**src/rtl/scanfsm_pkg.sv**
```systemverilog
// Package: shared widths, state codes and action bit positions for the
// scan-path control machine. Assumes binary state coding in ST_W bits.
package scanfsm_pkg;

    localparam int ST_W  = 3;
    localparam int ACT_W = 5;

    typedef logic [ST_W-1:0]  state_t;
    typedef logic [ACT_W-1:0] act_t;

    // State codes; scan loading depends on these exact values.
    localparam state_t ST_START  = 3'b001;
    localparam state_t ST_BRANCH = 3'b010;
    localparam state_t ST_PASS   = 3'b011;
    localparam state_t ST_DECIDE = 3'b100;
    localparam state_t ST_RETURN = 3'b101;

    // Action bit positions within act_t.
    localparam int ACT_P0 = 0;
    localparam int ACT_P1 = 1;
    localparam int ACT_P2 = 2;
    localparam int ACT_P3 = 3;
    localparam int ACT_P4 = 4;

    // True for one of the five defined state codes.
    function automatic logic is_legal(input state_t s);
        return (s == ST_START) || (s == ST_BRANCH) || (s == ST_PASS) ||
               (s == ST_DECIDE) || (s == ST_RETURN);
    endfunction

endpackage

```
**src/rtl/ctl_next_state.sv**
```systemverilog
// Next-state logic for run mode. Purely combinational; maps every code,
// including the unused ones, to a defined state. Assumes the binary coding
// from scanfsm_pkg.
module ctl_next_state
    import scanfsm_pkg::*;
(
    input  state_t state,
    input  logic   sel_branch,
    input  logic   req_back,
    input  logic   req_stay,
    output state_t nxt
);

    // Transition table; req_back outranks req_stay in the decide state.
    always_comb begin
        unique case (state)
            ST_START:  nxt = ST_BRANCH;
            ST_BRANCH: nxt = sel_branch ? ST_DECIDE : ST_PASS;
            ST_PASS:   nxt = ST_RETURN;
            ST_DECIDE: begin
                if (req_back)      nxt = ST_PASS;
                else if (req_stay) nxt = ST_DECIDE;
                else               nxt = ST_RETURN;
            end
            ST_RETURN: nxt = ST_START;
            default:   nxt = ST_START;
        endcase
    end

endmodule

```
**src/rtl/ctl_mealy_out.sv**
```systemverilog
// Mealy action decoder. Combinational from the current state and the
// condition inputs; does not look at the mode, so actions stay live while
// the scan chain shifts. Unused codes decode to no action.
module ctl_mealy_out
    import scanfsm_pkg::*;
(
    input  state_t state,
    input  logic   sel_branch,
    input  logic   req_back,
    input  logic   req_stay,
    output act_t   act
);

    // Arc actions; any bit not named by an arc stays 0.
    always_comb begin
        act = '0;
        unique case (state)
            ST_START: begin
                act[ACT_P0] = 1'b1;
                act[ACT_P1] = 1'b1;
            end
            ST_BRANCH: begin
                if (sel_branch) act[ACT_P3] = 1'b1;
                else            act[ACT_P2] = 1'b1;
            end
            ST_PASS: act = '0;
            ST_DECIDE: begin
                if (req_back) begin
                    act[ACT_P3] = 1'b1;
                    act[ACT_P4] = 1'b1;
                end else if (!req_stay) begin
                    act[ACT_P2] = 1'b1;
                end
            end
            ST_RETURN: act[ACT_P4] = 1'b1;
            default:   act = '0;
        endcase
    end

endmodule

```
**src/rtl/ctl_state_reg.sv**
```systemverilog
// State register with a scan multiplexer in front of each flip-flop.
// run_en=1 loads the computed next state; run_en=0 shifts toward the MSB,
// with scan_in entering bit 0. Synchronous active-low reset to RST_VAL.
module ctl_state_reg #(
    parameter int                 W       = 3,
    parameter logic [W-1:0]       RST_VAL = 3'b001
) (
    input  logic         clk,
    input  logic         rst_n,
    input  logic         run_en,
    input  logic         scan_in,
    input  logic [W-1:0] nxt,
    output logic [W-1:0] state_q
);

    logic [W-1:0] shift_v;
    logic [W-1:0] d;

    // Per-bit shift source: bit 0 from the test input, others from below.
    for (genvar b = 0; b < W; b++) begin : g_chain
        if (b == 0) begin : g_head
            assign shift_v[b] = scan_in;
        end else begin : g_link
            assign shift_v[b] = state_q[b-1];
        end
    end

    // Mode multiplexer in front of the flip-flops.
    assign d = run_en ? nxt : shift_v;

    // State flip-flops with synchronous reset.
    always_ff @(posedge clk) begin
        if (!rst_n) state_q <= RST_VAL;
        else        state_q <= d;
    end

    AST_SCAN_SHIFT: assert property (@(posedge clk) disable iff (!rst_n)
        ($past(rst_n) && !$past(run_en)) |->
        (state_q == {$past(state_q[W-2:0]), $past(scan_in)}));

    AST_RUN_LOAD: assert property (@(posedge clk) disable iff (!rst_n)
        ($past(rst_n) && $past(run_en)) |-> (state_q == $past(nxt)));

endmodule

```
**src/rtl/scanpath_ctl_fsm.sv**
```systemverilog
// Top: five-state Mealy control machine with a scannable state register.
// Assumes one clock domain and a synchronous active-low reset; the tester
// drives run_en low to shift a state code in MSB first.
module scanpath_ctl_fsm
    import scanfsm_pkg::*;
(
    input  logic             clk,
    input  logic             rst_n,
    input  logic             run_en,
    input  logic             scan_in,
    input  logic             sel_branch,
    input  logic             req_back,
    input  logic             req_stay,
    output logic [ACT_W-1:0] act_o
);

    state_t state;
    state_t nxt;
    act_t   act;

    // Run-mode transition logic.
    ctl_next_state i_next (
        .state      (state),
        .sel_branch (sel_branch),
        .req_back   (req_back),
        .req_stay   (req_stay),
        .nxt        (nxt)
    );

    // Scannable state register.
    ctl_state_reg #(
        .W       (ST_W),
        .RST_VAL (ST_START)
    ) i_sreg (
        .clk     (clk),
        .rst_n   (rst_n),
        .run_en  (run_en),
        .scan_in (scan_in),
        .nxt     (nxt),
        .state_q (state)
    );

    // Mealy action decode.
    ctl_mealy_out i_out (
        .state      (state),
        .sel_branch (sel_branch),
        .req_back   (req_back),
        .req_stay   (req_stay),
        .act        (act)
    );

    assign act_o = act;

    AST_RESET_START: assert property (@(posedge clk) disable iff (!rst_n)
        $rose(rst_n) |-> (state == ST_START));

    AST_ILLEGAL_RECOVER: assert property (@(posedge clk) disable iff (!rst_n)
        ($past(rst_n) && $past(run_en) && !is_legal($past(state))) |->
        (state == ST_START));

    AST_PASS_TO_RETURN: assert property (@(posedge clk) disable iff (!rst_n)
        (run_en && state == ST_PASS) |=> (state == ST_RETURN));

    AST_RETURN_WRAP: assert property (@(posedge clk) disable iff (!rst_n)
        (run_en && state == ST_RETURN) |=> (state == ST_START));

    AST_START_ADVANCE: assert property (@(posedge clk) disable iff (!rst_n)
        (run_en && state == ST_START) |=> (state == ST_BRANCH));

endmodule

```
**config.mk**
```make
export PLATFORM = sky130hd
export DESIGN_NAME = scanpath_ctl_fsm
export DESIGN_NICKNAME = d
export VERILOG_FILES = /design/src/rtl/scanfsm_pkg.sv /design/src/rtl/ctl_next_state.sv /design/src/rtl/ctl_mealy_out.sv /design/src/rtl/ctl_state_reg.sv /design/src/rtl/scanpath_ctl_fsm.sv
export SDC_FILE = /design/constraint.sdc
export NUM_CORES = 1
export LEC_CHECK = 0
export ABC_CLOCK_PERIOD_IN_PS = 2700
export CORE_AREA = 4 4 41 43
export CTS_CLUSTER_DIAMETER = 40
export DETAILED_ROUTE_END_ITERATION = 12
export DIE_AREA = 0 0 45 47
export GPL_ROUTABILITY_DRIVEN = 0
export GPL_TIMING_DRIVEN = 0
export SKIP_CTS_REPAIR_TIMING = 1
export SLEW_MARGIN = 20
export SYNTH_ARGS = -nofsm -noshare
export SYNTH_HDL_FRONTEND = slang
export SYNTH_HIERARCHICAL = 1
export SYNTH_SLANG_ARGS = --single-unit
```
**constraint.sdc**
```tcl
create_clock -name clk -period 2.7 [get_ports clk]
set_input_delay 0.54 -clock clk [delete_from_list [all_inputs] [get_ports clk]]
set_output_delay 0.54 -clock clk [all_outputs]
set_load 0.005 [all_outputs]
```
==> impl_summary.log <==
[metrics] post-synth net total: 36
[metrics] overall routed net length: 590 um
[metrics] I/O Pins: 12
[metrics] Vias/cell: 4.39
[metrics] maximum number of pins on one net before global-route repair: 14
[metrics] arrival time of data at the critical path endpoint: 2090 ps
[metrics] startpoint of the most critical register-to-register path: i_sreg/state_q[0]
[metrics] Synth top cells by count: sky130_fd_sc_hd__dfxtp_1 (3), sky130_fd_sc_hd__mux2i_1 (3), sky130_fd_sc_hd__nor3b_1 (3)
[metrics] remaining antenna violation count: 0
[metrics] CP Capture Type: output pin
[metrics] leakage power of the design: 0.153 nW
[metrics] transition time at the pin with the least slew margin: 367 ps
[metrics] starting density of the core: 19.4%
[metrics] ANT cells: 0
[metrics] first-pass GRT wire length: 931 um
[metrics] final count of hold timing violations: 0
[metrics] Die Span X: 45 um
[metrics] depth of the CTS H-tree: 1
[metrics] largest register by flop count: i_sreg/state_q
[metrics] antenna violations before repair: 0
[metrics] maximum fanout count along the critical path: 2
[metrics] registers with the highest flip-flop counts: i_sreg/state_q: 3 flops
[metrics] worst-case vdd ir drop: 0.338 mV
[metrics] area growth from synthesis to final layout: 62.4%
[metrics] Slowest-stage cell, CP: sky130_fd_sc_hd__clkdlybuf4s50_1
[metrics] Setup-failing EPs final: 0
[metrics] number of enable flip-flop cells after synthesis: 0
[metrics] Setup CP Type: in2out
[metrics] Synth Warn #: 6
[metrics] Layout Nets: 52
[metrics] max-cap check violation count: 0
[metrics] cell-by-cell listing of the critical path: clkdlybuf4s50_1 > or4b_1 > a21oi_1 > clkdlybuf4s50_1
[metrics] FF-to-FF End: i_sreg/state_q[1]
[metrics] total buffers and inverters traversed by the critical path: 2
[metrics] clock transition time at the flip-flop clock pins of the worst setup and hold paths: 40 ps
[metrics] Final min period: 2630 ps
[metrics] maximum buffer depth of the clock tree: 2
[metrics] floorplan core area: 0.00130 mm^2
[metrics] post-synthesis instance area: 253 um^2
[metrics] cells on worst reg2reg path: 4
[metrics] most used flip-flop cell after synthesis: sky130_fd_sc_hd__dfxtp_1
[metrics] flip-flop count of the largest register, all copies and words added: 3
[metrics] RSZ-0062 raised after global routing: false
[metrics] Power per Cell Area: 486 mW/mm^2
[metrics] share of async-settable or async-resettable flops after synthesis: 0%
[metrics] Crit path max-delay family: buffers and inverters
[metrics] root cell of the clock tree: sky130_fd_sc_hd__clkbuf_4
[metrics] Cells after Synth: 29
[metrics] final cell utilization of the core: 31.5%
[metrics] cell taking the most area after synthesis: sky130_fd_sc_hd__dfxtp_1
[metrics] number of DRC violations after detailed routing: 0
[metrics] number of iterations in the first detailed-routing pass: 2
[metrics] synthesized flop and latch total: 3
[metrics] reg2reg setup slack: 1380 ps
[metrics] classification of the worst-slack hold path: reg2reg
[metrics] Yosys top cell area share: 23.8%
[metrics] pre-CTS setup slack: -72.8 ps
[metrics] remaining global-route overflow: 0
[metrics] WP data required: 2160 ps
[metrics] Final Worst Setup Slack: 68.2 ps
[metrics] die height: 47 um
[metrics] Fin Clk Skew: 3.24 ps
[metrics] count of input and output buffers: 11
[metrics] Netlist cell types: 17
[metrics] upper clock frequency limit: 0.380 GHz
[metrics] global-route total usage across every layer: 6.08%
[metrics] part of the cycle the worst path needs: 97.5%
[metrics] count of routing violations after the opening detailed-route iteration: 6
[metrics] hold path startpoint: i_sreg/state_q[0]
[metrics] hold path cells: 2
[metrics] number of pins with negative max-slew slack in the final report: 0
[metrics] HPWL reported at the end of detailed placement: 417 um
[metrics] full die area: 0.00212 mm^2
[metrics] DR WL/cell: 10.0 um
[metrics] Seq/Total Area, Yosys: 23.8%
[metrics] endpoint of the worst hold path: i_sreg/state_q[1]
[metrics] synth top area cells: sky130_fd_sc_hd__dfxtp_1 (24%), sky130_fd_sc_hd__mux2i_1 (12%), sky130_fd_sc_hd__nor3b_1 (8.9%), sky130_fd_sc_hd__nor4bb_1 (7.9%), sky130_fd_sc_hd__nor4b_1 (6.9%)
[metrics] kind of start point of the critical path: input pin
[metrics] share of final-layout standard cells stronger than drive strength 1: 9.09%
[metrics] most used cell, CP: sky130_fd_sc_hd__clkdlybuf4s50_1
[metrics] clock latency reported for the late side of the worst-skew pair: 230 ps
[metrics] TritonCTS Buffers: 3
[metrics] via count of the first global-routing pass: 229
[metrics] post-synthesis area per instance: 8.72 um^2
[metrics] clock sink count: 3
[metrics] CTS tree: yes
[metrics] Std-Cell Rows: 13
[metrics] largest stage delay on the critical path: 510 ps
[metrics] result of the run: finished, final reports clean
[metrics] via count of the routed design: 259
[metrics] worst relative slew slack: 75.5%
## kinds of logic after synthesis
kind of cell	synth area share, %
buf+inv	2.97
flops	23.8
simple gates	51.5
compound gates	9.90
mux	11.9
## tightest hold or removal path: cells and delay by family, from the launching register on
kind,cells,cell delay [ps]
and+or+nand+nor,1,60
DFF,1,410
muxes,1,170
## layer usage
layer | global-route usage, % | vias up | wire, um
met1 | 8.62 | 108 | 301
met2 | 7.63 | 7 | 249
met5 | 0 | - | 0
li1 | - | 144 | -
met3 | 3.45 | 0 | 38
met4 | 1.75 | 0 | 0
## placed cells by master, fill, tap and decap left out
| cell | count |
|---|---|
| sky130_fd_sc_hd__a211oi_1 | 1 |
| sky130_fd_sc_hd__buf_4 | 1 |
| sky130_fd_sc_hd__clkbuf_1 | 1 |
| sky130_fd_sc_hd__nor4b_1 | 2 |
| sky130_fd_sc_hd__nand2_1 | 1 |
| sky130_fd_sc_hd__dfxtp_1 | 3 |
| sky130_fd_sc_hd__nor2_1 | 2 |
| sky130_fd_sc_hd__or3_1 | 1 |
| sky130_fd_sc_hd__dlymetal6s2s_1 | 1 |
| sky130_fd_sc_hd__nor2b_1 | 2 |
| sky130_fd_sc_hd__or3b_1 | 1 |
| sky130_fd_sc_hd__nor3b_1 | 3 |
| sky130_fd_sc_hd__nand3b_1 | 2 |
| sky130_fd_sc_hd__or4b_1 | 1 |
| sky130_fd_sc_hd__clkbuf_4 | 3 |
| sky130_fd_sc_hd__clkdlybuf4s50_1 | 10 |
| sky130_fd_sc_hd__o21bai_1 | 1 |
| sky130_fd_sc_hd__a21oi_1 | 2 |
| sky130_fd_sc_hd__nand2b_1 | 1 |
| sky130_fd_sc_hd__nor4bb_1 | 2 |
| sky130_fd_sc_hd__mux2i_1 | 3 |
## cell type report
cell class,count,area (um^2)
well taps,15,18.8
plain buffers,1,7.51
clock buffers,4,26.3
repair buffers,11,113
flip-flops and latches,3,60.1
fillers,148,891
multi-input cells,25,185
## worst max path at each step
stage	start	to	slack, ps	cells past startpoint
4_1_cts	req_back	act_o[2]	-80	4
5_1_grt	req_stay	act_o[2]	20	4
6_report	req_stay	act_o[2]	70	4
3_5_place_dp	req_back	act_o[2]	-70	4
2_1_floorplan	req_back	act_o[2]	940	2
3_3_place_gp	req_back	act_o[2]	-80	4
## metrics by stage
stage	area [um^2]	hold WS (ps)	setup TNS [ps]	power, W	cells
after floorplan	253	592	0	0.0000900	29
after global placement	382	663	-79.7	0.000123	55
after detailed placement	382	675	-72.8	0.000123	55
after CTS	408	673	-79.6	0.000204	59
after global routing	410	738	0	0.000214	59
final	410	678	0	0.000200	59
## power breakdown
group	leakage [nW]	total, W	switching (W)	internal [W]
sequential	0.0250	0.0000627	0.0000132	0.0000494
combinational	0.113	0.0000590	0.0000180	0.0000410
clock	0.0150	0.0000779	0.0000225	0.0000553
total	0.153	0.000200	0.0000537	0.000146
Note: power is estimated with default switching activity, not from simulation.
